$ cat config.mk
export PLATFORM = sky130hd
export DESIGN_NAME = dpCollisionDetect
export DESIGN_NICKNAME = d
export VERILOG_FILES = /design/src/rtl/dpCollisionPkg.sv /design/src/rtl/dpCollisionCtrl.sv /design/src/rtl/dpCollisionPath.sv /design/src/rtl/dpCollisionDetect.sv
export SDC_FILE = /design/constraint.sdc
export NUM_CORES = 1
export LEC_CHECK = 0
export BUFFER_PORTS_ARGS = -buffer_cell sky130_fd_sc_hd__buf_2
export CAP_MARGIN = 30
export CORE_MARGIN = 2
export CORE_UTILIZATION = 45
export DETAILED_ROUTE_END_ITERATION = 16
export GPL_TIMING_DRIVEN = 0
export PLACE_DENSITY = 0.76
export SKIP_CTS_REPAIR_TIMING = 1
export SYNTH_ARGS = -nofsm -noshare
export SYNTH_HDL_FRONTEND = slang
export SYNTH_SLANG_ARGS = --single-unit
$ cat constraint.sdc
create_clock -name clk -period 1.68 [get_ports clk]
set_input_delay 0.336 -clock clk [delete_from_list [all_inputs] [get_ports clk]]
set_output_delay 0.336 -clock clk [all_outputs]
set_load 0.005 [all_outputs]
$ cat src/rtl/dpCollisionPkg.sv
package dpCollisionPkg;

  // Strobes passed from the port control decode to the address datapath.
  typedef struct packed {
    logic bothOn;   // both ports enabled in the captured cycle
    logic leftWr;   // left port captured a write
    logic rightWr;  // right port captured a write
  } portStrobes_t;

  // Index of each port's bit in the flag pipeline vectors.
  localparam int LEFT_BIT  = 1;
  localparam int RIGHT_BIT = 0;

endpackage

$ cat src/rtl/dpCollisionCtrl.sv
module dpCollisionCtrl
  import dpCollisionPkg::*;
(
  input  logic         clk,
  input  logic         rst,
  input  logic         leftEnLowN,
  input  logic         leftEnHigh,
  input  logic         leftRdWr,
  input  logic         rightEnLowN,
  input  logic         rightEnHigh,
  input  logic         rightRdWr,
  output portStrobes_t strobes
);

  logic leftOn, rightOn;
  logic leftRd, rightRd;

  // Capture stage: resolve the two-pin enable of each port at the edge.
  always_ff @(posedge clk) begin
    if (rst) begin
      leftOn  <= 1'b0;
      rightOn <= 1'b0;
      leftRd  <= 1'b1;
      rightRd <= 1'b1;
    end else begin
      leftOn  <= ~leftEnLowN & leftEnHigh;
      rightOn <= ~rightEnLowN & rightEnHigh;
      leftRd  <= leftRdWr;
      rightRd <= rightRdWr;
    end
  end

  always_comb begin
    strobes.bothOn  = leftOn & rightOn;
    strobes.leftWr  = ~leftRd;
    strobes.rightWr = ~rightRd;
  end

  // both-on may only follow a cycle in which all four enable pins were valid
  assert_enable_pins_R2: assert property (@(posedge clk) disable iff (rst)
    strobes.bothOn |-> ($past(leftEnLowN) == 1'b0 && $past(leftEnHigh) == 1'b1 &&
                        $past(rightEnLowN) == 1'b0 && $past(rightEnHigh) == 1'b1));

  // a port with a bad pin pair never reports as enabled on the next cycle
  assert_disabled_port_R2: assert property (@(posedge clk) disable iff (rst)
    (leftEnLowN || !leftEnHigh || rightEnLowN || !rightEnHigh) |=> !strobes.bothOn);

endmodule

$ cat src/rtl/dpCollisionPath.sv
module dpCollisionPath
  import dpCollisionPkg::*;
#(
  parameter int ADDR_W      = 18,
  parameter int PIPE_STAGES = 2
) (
  input  logic              clk,
  input  logic              rst,
  input  logic [ADDR_W-1:0] leftAddr,
  input  logic [ADDR_W-1:0] rightAddr,
  input  portStrobes_t      strobes,
  output logic              leftHit,
  output logic              rightHit
);

  localparam int LAST = PIPE_STAGES - 1;

  logic [ADDR_W-1:0] leftAddrQ, rightAddrQ;
  logic              sameAddr;
  logic [1:0]        hitNow;
  logic [1:0]        hitPipe [PIPE_STAGES];

  // Capture stage: addresses registered alongside the control capture.
  always_ff @(posedge clk) begin
    if (rst) begin
      leftAddrQ  <= '0;
      rightAddrQ <= '0;
    end else begin
      leftAddrQ  <= leftAddr;
      rightAddrQ <= rightAddr;
    end
  end

  assign sameAddr = (leftAddrQ == rightAddrQ);

  // A port is hit when the other port wrote the shared location.
  always_comb begin
    hitNow            = 2'b00;
    hitNow[LEFT_BIT]  = strobes.bothOn & sameAddr & strobes.rightWr;
    hitNow[RIGHT_BIT] = strobes.bothOn & sameAddr & strobes.leftWr;
  end

  // Fixed delay chain from decision to flag.
  generate
    for (genvar s = 0; s < PIPE_STAGES; s++) begin : g_pipe
      if (s == 0) begin : g_head
        always_ff @(posedge clk) begin
          if (rst) hitPipe[0] <= 2'b00;
          else     hitPipe[0] <= hitNow;
        end
      end else begin : g_body
        always_ff @(posedge clk) begin
          if (rst) hitPipe[s] <= 2'b00;
          else     hitPipe[s] <= hitPipe[s-1];
        end
        // each stage forwards its contents unchanged
        assert_pipe_shift_R8: assert property (@(posedge clk) disable iff (rst)
          1'b1 |=> (hitPipe[s] == $past(hitPipe[s-1])));
      end
    end
  endgenerate

  assign leftHit  = hitPipe[LAST][LEFT_BIT];
  assign rightHit = hitPipe[LAST][RIGHT_BIT];

  // two reads of one location mark nothing
  assert_read_read_quiet_R3: assert property (@(posedge clk) disable iff (rst)
    (strobes.bothOn && sameAddr && !strobes.leftWr && !strobes.rightWr)
      |=> (hitPipe[0] == 2'b00));

  // left reads, right writes: only the left port is marked
  assert_left_only_R4: assert property (@(posedge clk) disable iff (rst)
    (strobes.bothOn && sameAddr && !strobes.leftWr && strobes.rightWr)
      |=> (hitPipe[0] == 2'b10));

  // right reads, left writes: only the right port is marked
  assert_right_only_R5: assert property (@(posedge clk) disable iff (rst)
    (strobes.bothOn && sameAddr && strobes.leftWr && !strobes.rightWr)
      |=> (hitPipe[0] == 2'b01));

  // two writes mark both ports
  assert_both_write_R6: assert property (@(posedge clk) disable iff (rst)
    (strobes.bothOn && sameAddr && strobes.leftWr && strobes.rightWr)
      |=> (hitPipe[0] == 2'b11));

  // differing addresses mark nothing
  assert_mismatch_quiet_R7: assert property (@(posedge clk) disable iff (rst)
    (leftAddrQ != rightAddrQ) |=> (hitPipe[0] == 2'b00));

endmodule

$ cat src/rtl/dpCollisionDetect.sv
module dpCollisionDetect
  import dpCollisionPkg::*;
#(
  parameter int ADDR_W      = 18,
  parameter int PIPE_STAGES = 2
) (
  input  logic              clk,
  input  logic              rst,
  input  logic              leftEnLowN,
  input  logic              leftEnHigh,
  input  logic              leftRdWr,
  input  logic [ADDR_W-1:0] leftAddr,
  input  logic              rightEnLowN,
  input  logic              rightEnHigh,
  input  logic              rightRdWr,
  input  logic [ADDR_W-1:0] rightAddr,
  output logic              leftColN,
  output logic              rightColN
);

  portStrobes_t strobes;
  logic         leftHit, rightHit;

  dpCollisionCtrl u_ctrl (
    .clk         (clk),
    .rst         (rst),
    .leftEnLowN  (leftEnLowN),
    .leftEnHigh  (leftEnHigh),
    .leftRdWr    (leftRdWr),
    .rightEnLowN (rightEnLowN),
    .rightEnHigh (rightEnHigh),
    .rightRdWr   (rightRdWr),
    .strobes     (strobes)
  );

  dpCollisionPath #(
    .ADDR_W      (ADDR_W),
    .PIPE_STAGES (PIPE_STAGES)
  ) u_path (
    .clk       (clk),
    .rst       (rst),
    .leftAddr  (leftAddr),
    .rightAddr (rightAddr),
    .strobes   (strobes),
    .leftHit   (leftHit),
    .rightHit  (rightHit)
  );

  assign leftColN  = ~leftHit;
  assign rightColN = ~rightHit;

  // reset releases both flags on the following cycle
  assert_reset_flags_high_R1: assert property (@(posedge clk)
    rst |=> (leftColN && rightColN));

endmodule

==> out/results.tsv <==
metric	value	unit
grt_max_degree	15	
first_pass_iters	3	
die_h	59.8	um
cts_max_path_buffers	2	
start_util	0.466	
critPathKind	reg2reg	
place_ws	0.377	ns
tightestPinTransition	0.508	ns
num_rows	20	
fin_area	1790	um^2
wl_met3	164	um
antenna_found_initial	0	
gp_congestion	0.690	
dp_cells	198	
cp-end-kind	flop	
drc_errors	0	
finalHoldViolations	0	
ios	46	
port_buffers	45	
cp_max_fo	2	
fin_crit_sh	0.784	
synth_warnings	0	
layout-drive-gt1-share	0.324	
finalPower	2.20	mW
top_layer_used	met4	
worstPathArrival	1.58	ns
cap_violations	0	
via_per_inst	4.50	
grt_use_total	0.159	
routedWlPerCell	11.5	um
fin_nets	216	
insertion_delay	0.34	ns
wl_met2	1220	um
htreeDepth	2	
cts.reportedPaths.clkPinSlew	0.12	ns
avgSynthCellArea	11.7	um^2
ys_types	13	
antenna_left	0	
layout.cells.non_filler	206	
fin_ws	0.363	ns
leakage	0.798	nW
hpwl	1790	um
netlist_area	1400	um^2
core	3000	um^2
holdWs	0.126	ns
die_w	59.8	um
numCtsBuffers	5	
cts_tree	yes	
relSlewSlack	0.661	
drt-total-wl	2370	um
synth-seq-area-share	0.629	
drtIter0Drc	4	
tns	0	ns
dieArea	3570	um^2
cts_root_buffer	clkbuf_4	
min_period	1.32	ns
wl_met1	956	um
startpoint_type	flop	
p_per_area	1230	nW/um^2
fin_skew	0.00464	ns
grt_overflow	0	
rsz0062_at_grt	false	
cts.sinks	44	
synthesis.nets	164	
irDropWorstVdd	0.646	mV
syn_to_final_growth	28.2	%
antennaDiodeCount	0	
ys_seq_elements	44	
status	completed	
syn_inst	120	
vias	926	
min_path_type	in2reg	
finish.utilization	0.598	
dpl_cell_area	1670	um^2
grt_pass1_wl	4000	um
required	1.95	ns
fmax	0.759	GHz
grt_pass1_vias	953	
setup_viol	0	
slew_viol_final	0	
==> worst max-delay path, stage by stage, from the launching register on <==
cell and delay (ns):
dfxtp_1 0.33, xor2_1 0.17, nor4_2 0.33, nand3_1 0.15, nor4_1 0.26
==> cell families after synthesis <==
family / count (synthesis) / share of synthesized area
buffers and inverters: 6 / 0.0161
AND/OR/NAND/NOR: 52 / 0.242
XOR/XNOR: 18 / 0.113
flip-flops: 44 / 0.629
==> flip-flops by register name, summed over array words and instances, names as in the netlist <==
signal / flops
u_path.leftAddrQ: 18
u_ctrl.leftRd: 1
u_path.hitPipe: 4
u_ctrl.rightOn: 1
u_ctrl.rightRd: 1
u_path.rightAddrQ: 18
u_ctrl.leftOn: 1
==> area by class of cell <==
| type | instances | area (um^2) |
|---|---|---|
| clock buffers | 5 | 37.5 |
| multi-input cells | 70 | 497 |
| repair buffers | 45 | 225 |
| plain buffers | 4 | 15.0 |
| fillers | 267 | 1210 |
| flip-flops and latches | 44 | 881 |
| well taps | 33 | 41.3 |
| inverters | 2 | 7.51 |
| clock inverters | 3 | 90.1 |
==> layer usage <==
metal / up-vias / track usage
li1: 474 / -
met1: 412 / 0.162
met2: 35 / 0.289
met3: 5 / 0.0714
met4: 0 / 0.0476
met5: - / 0
==> final timing paths <==
kind,to,from,cells past startpoint,slack (ns)
setup / recovery,u_path.hitPipe[0][0],u_path.rightAddrQ[14],4,0.36
hold / removal,u_ctrl.rightOn,rightEnLowN,2,0.13
setup reg to reg,u_path.hitPipe[0][0],u_path.rightAddrQ[14],4,0.36
hold reg to reg,u_path.hitPipe[0][0],u_ctrl.leftRd,1,0.41
==> placed cells by master (no fill, tap or decap), drive strengths merged, types with 3 or more instances in the layout <==
master,count
buf,45
dfxtp,44
nor2b,38
xor2,13
clkbuf,9
xnor2,5
nor4,5
nand3,3
bufinv,3
==> power by group <==
group          leakage (nW)  total (mW)  switching [mW]  internal, mW
clock                0.0654       0.936           0.323         0.613
combinational         0.367       0.149          0.0613        0.0873
sequential            0.365        1.11          0.0203          1.09
==> cells in the mapped netlist (all sizes together) <==
| cell type | instances | area, um^2 |
|---|---|---|
| nor3b | 2 | 15.0 |
| inv | 2 | 7.51 |
| nand3 | 3 | 15.0 |
| or2 | 2 | 12.5 |
| dfxtp | 44 | 881 |
| nor3 | 1 | 5.00 |
| nor2b | 38 | 238 |
| xor2 | 13 | 114 |
| nor4 | 5 | 50.1 |
| xnor2 | 5 | 43.8 |
| clkbuf | 4 | 15.0 |
| nand2 | 1 | 3.75 |
(Power assumes the default switching activity.)
